$ cat src/rtl/tlb_pkg.sv
package tlb_pkg;

  // Walk sequencer states
  typedef enum logic [1:0] {
    WALK_IDLE  = 2'd0,
    WALK_ISSUE = 2'd1,
    WALK_WAIT  = 2'd2
  } walk_state_e;

  // Page-table entry flag positions
  localparam int PTE_VALID_BIT = 0;
  localparam int PTE_PIN_BIT   = 1;
  localparam int PTE_FLAG_W    = 2;

endpackage

$ cat src/rtl/tlb_cam.sv
module tlb_cam #(
  parameter int ENTRIES = 16,
  parameter int VPN_W   = 20,
  parameter int ASID_W  = 8,
  parameter int PFN_W   = 20,
  localparam int IDX_W  = $clog2(ENTRIES)
) (
  input  logic               clk,
  input  logic               rst_n,
  input  logic [VPN_W-1:0]   lk_vpn,
  input  logic [ASID_W-1:0]  lk_asid,
  output logic               lk_hit,
  output logic [PFN_W-1:0]   lk_pfn,
  input  logic               wr_en,
  input  logic [IDX_W-1:0]   wr_idx,
  input  logic [VPN_W-1:0]   wr_vpn,
  input  logic [ASID_W-1:0]  wr_asid,
  input  logic [PFN_W-1:0]   wr_pfn,
  input  logic               wr_pinned,
  input  logic               flush,
  output logic [ENTRIES-1:0] valid_vec,
  output logic [ENTRIES-1:0] pinned_vec
);

  logic [ENTRIES-1:0] valid_q, valid_d;
  logic [ENTRIES-1:0] pin_q, pin_d;
  logic [ENTRIES-1:0] match;
  logic [VPN_W-1:0]   vpn_q  [ENTRIES];
  logic [ASID_W-1:0]  asid_q [ENTRIES];
  logic [PFN_W-1:0]   pfn_q  [ENTRIES];

  // Parallel compare of page number and ASID in every slot
  for (genvar g = 0; g < ENTRIES; g++) begin : g_cmp
    assign match[g] = valid_q[g] && (vpn_q[g] == lk_vpn) && (asid_q[g] == lk_asid);
  end

  assign lk_hit = |match;

  always_comb begin
    lk_pfn = '0;
    for (int i = 0; i < ENTRIES; i++) begin
      if (match[i]) lk_pfn = lk_pfn | pfn_q[i];
    end
  end

  // Valid and pinned flags: next state
  always_comb begin
    valid_d = valid_q;
    pin_d   = pin_q;
    if (flush) begin
      valid_d = valid_q & pin_q;
    end else if (wr_en) begin
      valid_d[wr_idx] = 1'b1;
      pin_d[wr_idx]   = wr_pinned;
    end
  end

  always_ff @(posedge clk or negedge rst_n) begin
    if (!rst_n) begin
      valid_q <= '0;
      pin_q   <= '0;
    end else begin
      valid_q <= valid_d;
      pin_q   <= pin_d;
    end
  end

  // Payload storage, write-enabled, no reset
  always_ff @(posedge clk) begin
    if (wr_en && !flush) begin
      vpn_q[wr_idx]  <= wr_vpn;
      asid_q[wr_idx] <= wr_asid;
      pfn_q[wr_idx]  <= wr_pfn;
    end
  end

  assign valid_vec  = valid_q;
  assign pinned_vec = pin_q;

  // a page/ASID pair is never held in two slots
  assert_single_match_R4: assert property (@(posedge clk) disable iff (!rst_n)
    $onehot0(match));

  // after a flush only pinned slots stay valid
  assert_flush_keeps_pinned_R8: assert property (@(posedge clk) disable iff (!rst_n)
    flush |=> (valid_q == $past(valid_q & pin_q)));

  // an install never lands on a valid pinned slot
  assert_pinned_not_overwritten_R6: assert property (@(posedge clk) disable iff (!rst_n)
    wr_en |-> !(valid_q[wr_idx] && pin_q[wr_idx]));

endmodule

$ cat src/rtl/tlb_victim.sv
module tlb_victim #(
  parameter int ENTRIES = 16,
  localparam int IDX_W  = $clog2(ENTRIES)
) (
  input  logic               clk,
  input  logic               rst_n,
  input  logic [ENTRIES-1:0] valid_vec,
  input  logic [ENTRIES-1:0] pinned_vec,
  input  logic               advance,
  output logic [IDX_W-1:0]   vic_idx,
  output logic               vic_ok
);

  logic [IDX_W-1:0] rr_q, rr_d;
  logic [IDX_W-1:0] free_idx, rr_idx;
  logic             free_hit, rr_hit;

  // Lowest-numbered empty slot
  always_comb begin
    free_hit = 1'b0;
    free_idx = '0;
    for (int i = ENTRIES - 1; i >= 0; i--) begin
      if (!valid_vec[i]) begin
        free_hit = 1'b1;
        free_idx = IDX_W'(i);
      end
    end
  end

  // First unpinned slot at or after the round-robin pointer
  always_comb begin
    int j;
    rr_hit = 1'b0;
    rr_idx = '0;
    for (int k = ENTRIES - 1; k >= 0; k--) begin
      j = int'(rr_q) + k;
      if (j >= ENTRIES) j = j - ENTRIES;
      if (!(valid_vec[j] && pinned_vec[j])) begin
        rr_hit = 1'b1;
        rr_idx = IDX_W'(j);
      end
    end
  end

  assign vic_idx = free_hit ? free_idx : rr_idx;
  assign vic_ok  = free_hit || rr_hit;

  always_comb begin
    rr_d = rr_q;
    if (advance && !free_hit && rr_hit) begin
      rr_d = (rr_idx == IDX_W'(ENTRIES - 1)) ? '0 : rr_idx + IDX_W'(1);
    end
  end

  always_ff @(posedge clk or negedge rst_n) begin
    if (!rst_n) rr_q <= '0;
    else        rr_q <= rr_d;
  end

  // the chosen victim is never a live pinned slot
  assert_victim_unpinned_R6: assert property (@(posedge clk) disable iff (!rst_n)
    vic_ok |-> !(valid_vec[vic_idx] && pinned_vec[vic_idx]));

  // no victim exists only when every slot is live and pinned
  assert_no_victim_all_pinned_R7: assert property (@(posedge clk) disable iff (!rst_n)
    !vic_ok |-> (&(valid_vec & pinned_vec)));

endmodule

$ cat src/rtl/asid_tlb.sv
module asid_tlb #(
  parameter int ENTRIES = 16,
  parameter int VPN_W   = 20,
  parameter int OFF_W   = 12,
  parameter int ASID_W  = 8,
  parameter int PFN_W   = 20,
  parameter int MEM_AW  = 32,
  localparam int VA_W   = VPN_W + OFF_W,
  localparam int PA_W   = PFN_W + OFF_W,
  localparam int PTE_W  = PFN_W + tlb_pkg::PTE_FLAG_W
) (
  input  logic              clk,
  input  logic              rst_n,
  input  logic              base_we,
  input  logic [MEM_AW-1:0] base_wdata,
  input  logic [ASID_W-1:0] cur_asid,
  input  logic              flush,
  input  logic              req_valid,
  output logic              req_ready,
  input  logic [VA_W-1:0]   req_vaddr,
  output logic              rsp_valid,
  output logic [PA_W-1:0]   rsp_paddr,
  output logic              rsp_fault,
  output logic              mem_req_valid,
  input  logic              mem_req_ready,
  output logic [MEM_AW-1:0] mem_req_addr,
  input  logic              mem_rsp_valid,
  input  logic [PTE_W-1:0]  mem_rsp_data
);
  import tlb_pkg::*;

  localparam int IDX_W = $clog2(ENTRIES);

  walk_state_e       state_q, state_d;
  logic [MEM_AW-1:0] base_q, base_d;
  logic [VPN_W-1:0]  wk_vpn_q, wk_vpn_d;
  logic [OFF_W-1:0]  wk_off_q, wk_off_d;
  logic [ASID_W-1:0] wk_asid_q, wk_asid_d;
  logic [MEM_AW-1:0] wk_addr_q, wk_addr_d;
  logic              rsp_valid_q, rsp_valid_d;
  logic [PA_W-1:0]   rsp_paddr_q, rsp_paddr_d;
  logic              rsp_fault_q, rsp_fault_d;

  logic [VPN_W-1:0]   req_vpn;
  logic [OFF_W-1:0]   req_off;
  logic               accept, lk_hit, cam_flush, install;
  logic [PFN_W-1:0]   lk_pfn, pte_pfn;
  logic               pte_ok, pte_pin;
  logic [ENTRIES-1:0] valid_vec, pinned_vec;
  logic [IDX_W-1:0]   vic_idx;
  logic               vic_ok;

  assign req_vpn   = req_vaddr[VA_W-1:OFF_W];
  assign req_off   = req_vaddr[OFF_W-1:0];
  assign req_ready = (state_q == WALK_IDLE) && !flush;
  assign accept    = req_valid && req_ready;
  assign cam_flush = flush && (state_q == WALK_IDLE);

  assign pte_ok  = mem_rsp_data[PTE_VALID_BIT];
  assign pte_pin = mem_rsp_data[PTE_PIN_BIT];
  assign pte_pfn = mem_rsp_data[PTE_W-1:PTE_FLAG_W];
  assign install = (state_q == WALK_WAIT) && mem_rsp_valid && pte_ok && vic_ok;

  tlb_cam #(
    .ENTRIES(ENTRIES), .VPN_W(VPN_W), .ASID_W(ASID_W), .PFN_W(PFN_W)
  ) u_cam (
    .clk       (clk),
    .rst_n     (rst_n),
    .lk_vpn    (req_vpn),
    .lk_asid   (cur_asid),
    .lk_hit    (lk_hit),
    .lk_pfn    (lk_pfn),
    .wr_en     (install),
    .wr_idx    (vic_idx),
    .wr_vpn    (wk_vpn_q),
    .wr_asid   (wk_asid_q),
    .wr_pfn    (pte_pfn),
    .wr_pinned (pte_pin),
    .flush     (cam_flush),
    .valid_vec (valid_vec),
    .pinned_vec(pinned_vec)
  );

  tlb_victim #(
    .ENTRIES(ENTRIES)
  ) u_victim (
    .clk       (clk),
    .rst_n     (rst_n),
    .valid_vec (valid_vec),
    .pinned_vec(pinned_vec),
    .advance   (install),
    .vic_idx   (vic_idx),
    .vic_ok    (vic_ok)
  );

  // Sequencer and response: next state
  always_comb begin
    state_d     = state_q;
    base_d      = base_we ? base_wdata : base_q;
    wk_vpn_d    = wk_vpn_q;
    wk_off_d    = wk_off_q;
    wk_asid_d   = wk_asid_q;
    wk_addr_d   = wk_addr_q;
    rsp_valid_d = 1'b0;
    rsp_paddr_d = rsp_paddr_q;
    rsp_fault_d = 1'b0;
    case (state_q)
      WALK_IDLE: begin
        if (accept) begin
          if (lk_hit) begin
            rsp_valid_d = 1'b1;
            rsp_paddr_d = {lk_pfn, req_off};
          end else begin
            wk_vpn_d  = req_vpn;
            wk_off_d  = req_off;
            wk_asid_d = cur_asid;
            wk_addr_d = base_q + MEM_AW'(req_vpn);
            state_d   = WALK_ISSUE;
          end
        end
      end
      WALK_ISSUE: begin
        if (mem_req_ready) state_d = WALK_WAIT;
      end
      WALK_WAIT: begin
        if (mem_rsp_valid) begin
          rsp_valid_d = 1'b1;
          if (pte_ok) begin
            rsp_paddr_d = {pte_pfn, wk_off_q};
          end else begin
            rsp_paddr_d = '0;
            rsp_fault_d = 1'b1;
          end
          state_d = WALK_IDLE;
        end
      end
      default: state_d = WALK_IDLE;
    endcase
  end

  always_ff @(posedge clk or negedge rst_n) begin
    if (!rst_n) begin
      state_q     <= WALK_IDLE;
      base_q      <= '0;
      rsp_valid_q <= 1'b0;
      rsp_paddr_q <= '0;
      rsp_fault_q <= 1'b0;
    end else begin
      state_q     <= state_d;
      base_q      <= base_d;
      rsp_valid_q <= rsp_valid_d;
      rsp_paddr_q <= rsp_paddr_d;
      rsp_fault_q <= rsp_fault_d;
    end
  end

  // Walk context: captured on accept, no reset needed
  always_ff @(posedge clk) begin
    wk_vpn_q  <= wk_vpn_d;
    wk_off_q  <= wk_off_d;
    wk_asid_q <= wk_asid_d;
    wk_addr_q <= wk_addr_d;
  end

  assign rsp_valid     = rsp_valid_q;
  assign rsp_paddr     = rsp_paddr_q;
  assign rsp_fault     = rsp_fault_q;
  assign mem_req_valid = (state_q == WALK_ISSUE);
  assign mem_req_addr  = wk_addr_q;

  // an accepted hit answers next cycle without a table read
  assert_hit_next_cycle_R1: assert property (@(posedge clk) disable iff (!rst_n)
    (accept && lk_hit) |=> (rsp_valid && !mem_req_valid));

  // a stalled read holds its address
  assert_req_held_R3: assert property (@(posedge clk) disable iff (!rst_n)
    (mem_req_valid && !mem_req_ready) |=> (mem_req_valid && $stable(mem_req_addr)));

  // one handshake per walk
  assert_single_read_R3: assert property (@(posedge clk) disable iff (!rst_n)
    (mem_req_valid && mem_req_ready) |=> !mem_req_valid);

  // a fault carries a zero address
  assert_fault_clean_R5: assert property (@(posedge clk) disable iff (!rst_n)
    rsp_fault |-> (rsp_valid && (rsp_paddr == '0)));

  // no new request while a read is pending
  assert_busy_not_ready_R10: assert property (@(posedge clk) disable iff (!rst_n)
    mem_req_valid |-> !req_ready);

endmodule

$ cat config.mk
export PLATFORM = sky130hd
export DESIGN_NAME = asid_tlb
export DESIGN_NICKNAME = d
export VERILOG_FILES = /design/src/rtl/tlb_pkg.sv /design/src/rtl/tlb_cam.sv /design/src/rtl/tlb_victim.sv /design/src/rtl/asid_tlb.sv
export SDC_FILE = /design/constraint.sdc
export NUM_CORES = 1
export LEC_CHECK = 0
export BUFFER_PORTS_ARGS = -buffer_cell sky130_fd_sc_hd__buf_2
export CORE_ASPECT_RATIO = 0.9
export CORE_MARGIN = 3
export CORE_UTILIZATION = 56
export CTS_CLUSTER_DIAMETER = 50
export DETAILED_ROUTE_END_ITERATION = 7
export PLACE_DENSITY_LB_ADDON = 0.25
export SYNTH_ARGS = -nofsm -noshare
export SYNTH_HDL_FRONTEND = slang
export SYNTH_SLANG_ARGS = --single-unit
$ cat constraint.sdc
create_clock -name clk -period 8.5 [get_ports clk]
set_input_delay 1.7 -clock clk [delete_from_list [all_inputs] [get_ports clk]]
set_output_delay 1.7 -clock clk [all_outputs]
set_load 0.05 [all_outputs]
==> run metrics <==
LEAKAGE 15.75 nW; Area Overhead vs Synth 13.82%; num rows 92; Setup CP Type register to register; CTS Sinks 944; pre-CTS setup slack 2588 ps; routed wire length 120300 µm; nets 3008; placed inst area 42690 µm²; unrepaired setup endpoints after global routing false; clk buf depth 3; DR WL/cell 30.82 µm; met1 Use GR 44.70%; syn_area_per_cell 15.10 µm²; final hold vios 0; fin crit share 71.20%; most common cell after layout, fill and taps aside edfxtp_1; post-CTS sizing 0; synthesized cell area 40550 µm²; hold crit path type register to register; antenna violations before repair 6; net switching power 2.780 mW; Final Setup Violations 0; hold buffer count at CTS 0; DR vias 25930; arrival time worst endpoint 6380 ps; Starting Density 57.19%; fillers 4887; critical path capture point type register; pwr dens 238.1 nW/µm²; Tot Pwr 10.99 mW; die height 261.3 µm; sum of negative setup slack 0 ps; share of cells above drive strength 1 17.66%; Core Box Area 70910 µm²; CP required 8820 ps; Net Sw Frac 25.30%; logic gate share of total power 9.7%; Placer Congestion 0.9735; global-route wire length before repair 173200 µm; Critical Path Fanout Max 20; Reg2Reg Setup Slack 2450 ps; Slew headroom 6.270%; Vias per Instance 6.643; grt total ovfl 0; busiest layer in global routing met2; setup repair bufs after CTS 0; clock-pin transition on the worst setup and hold timing paths 60 ps; Top FF cell, synth edfxtp_1; port buffer count 168; post-route cell area 46160 µm²; Yosys reg bits 944; Setup crit start kind register; Post-DRT Antenna Nets 0; DP Wirelength 69980 µm; final slew viol count 0; total CTS buffers 99; H-tree Lvls 3; Pre-antenna DRT Iters 6; Peak supply drop 0.1622 mV; clock share of power 41.3%; min Tclk post-route 6052 ps; largest net degree at the start of global routing 68; Seq/Total Area, Yosys 68.62%; Max Clock Skew 25.60 ps; Mapped Cells 2686; drc violations 0; number of flops mapped to enable cells by yosys 840; Post-Syn Nets 2816; CTS tree done; Pint 8.210 mW; post-route setup slack 2448 ps; Die Area 75680 µm²; Worst Max-Slew Pin Slew 1406 ps; Async SR Flop Fraction 11.02%; Final Hold Slack 516.8 ps; vias in the first global route 25820; status completed; Total GRT Usage 31.85%; count of unique library cells instantiated by Yosys 87; I/O pins 169; DR iter-0 viols 3260; Root Driver clkbuf_16; f_max 0.1652 GHz; max-cap violations 0; met2 usage 48.80%; GR Layer Usage met3 7.372%; commonest cells after routing, fill and taps aside edfxtp_1 (840), xor2_1 (321), buf_2 (167); later-pin clock latency in the skew report 660 ps; Die Wd 289.7 µm; sequential share of power 49.0%; Ys Warns 0
[per-layer routing]
metal / up-vias / routed length, µm / part of all wire [%]
met5: - / 0 / 0
met2: 1813 / 55080 / 46
met3: 321 / 14790 / 12
met1: 13060 / 45680 / 38
li1: 10730 / - / -
met4: 0 / 4732 / 3.9
[state kept, by name, summed over array words and instances, names as in the netlist]
register	flops
rsp_valid	1
u_cam.pinned_vec	16
u_cam.asid_q	128
u_cam.pfn_q	320
wk_off_q	12
u_victim.rr_q	4
rsp_paddr	32
u_cam.valid_vec	16
wk_asid_q	8
u_cam.vpn_q	320
base_q	32
wk_vpn_q	20
rsp_fault	1
state_q	2
mem_req_addr	32
[cell type report]
type                            count  area, µm²  area share (%)
Tap cell                          940       1176           2.548
Antenna cell                        1      2.502        0.005422
Sequential cell                   944      27830           60.29
Clock inverter                     70      840.8           1.822
Clock buffer                      115       2623           5.682
Inverter                           36      135.1          0.2928
Multi-Input combinational cell   1568      12190           26.40
Timing Repair Buffer              229       1364           2.955
[cells in the mapped netlist (8+ instances only)]
master	instances	area share, %
edfxtp_1	840	62
xor2_1	321	6.9
xnor2_1	162	3.5
clkbuf_1	109	1.0
dfrtp_1	104	6.4
nand2_1	100	0.93
nand3_1	90	1.1
nor4_1	87	1.3
nor2_1	86	0.80
nand4_1	65	1.0
a22oi_1	61	1.1
o21ai_0	59	0.73
mux2_2	54	1.5
a22o_1	48	1.0
a221oi_1	46	0.99
a21oi_1	45	0.56
a31oi_1	40	0.62
nor3_1	34	0.42
inv_1	32	0.30
ha_1	28	0.86
mux4_2	28	1.6
and2_1	16	0.25
mux2i_1	16	0.39
buf_1	15	0.14
o211ai_1	14	0.26
a211oi_1	10	0.19
a21o_1	10	0.19
nand2b_1	10	0.15
a41oi_1	9	0.19
and3_1	8	0.12
nand3b_1	8	0.15
[cell families (layout without fill, tap and decap cells)]
logic type | after synthesis | count (layout) | synth area share [%]
flip-flops | 944 | 944 | 68.62
AND/OR/NAND/NOR | 534 | 534 | 6.816
XOR/XNOR | 485 | 485 | 10.51
AO/OA/AOI/OAI | 415 | 415 | 7.513
buffers and inverters | 174 | 450 | 1.771
multiplexers | 105 | 105 | 3.857
adder cells (fa/ha/maj) | 29 | 29 | 0.9133
other | 0 | 1 | 0
[final timing paths]
kind / endpoint / depth (start not counted) / from
setup reg to reg: u_cam.asid_q[10][7] / 14 / u_victim.rr_q[2]
max in group asynchronous: u_victim.rr_q[0] / 2 / rst_n
min in group asynchronous: rsp_paddr[31] / 1 / rst_n
hold / removal: base_q[3] / 1 / base_q[3]
setup / recovery: u_cam.asid_q[10][7] / 14 / u_victim.rr_q[2]
hold reg to reg: base_q[3] / 1 / base_q[3]
[worst max-delay path, cell delays in order (launching register included)]
cell      delay [ps]
dfrtp_1          340
clkinv_1         390
ha_1             480
clkinv_1         310
mux4_2           420
a22oi_1          410
o211ai_1         180
a32oi_1          210
o21ai_0          150
o41ai_1          920
nor2_1           350
nor2_1           450
nand3_1          240
inv_2            460
buf_4            370
[power by group through the flow]
stage / combinational [mW] / sequential [mW] / clock, mW
after floorplan: 0.398 / 5.72 / 0
after detailed placement: 1.05 / 5.47 / 0
after global routing: 1.13 / 5.39 / 4.75
after global placement: 1.03 / 5.46 / 0
after CTS: 1.06 / 5.38 / 4.56
final: 1.07 / 5.39 / 4.54
[per-stage QoR]
stage | instances | util (%)
6_report | 3903 | 65.09
5_1_grt | 3902 | 65.09
4_1_cts | 3902 | 65.09
3_5_place_dp | 3717 | 60.20
3_3_place_gp | 3717 | 60.20
2_1_floorplan | 2686 | -
(Power assumes the default switching activity.)
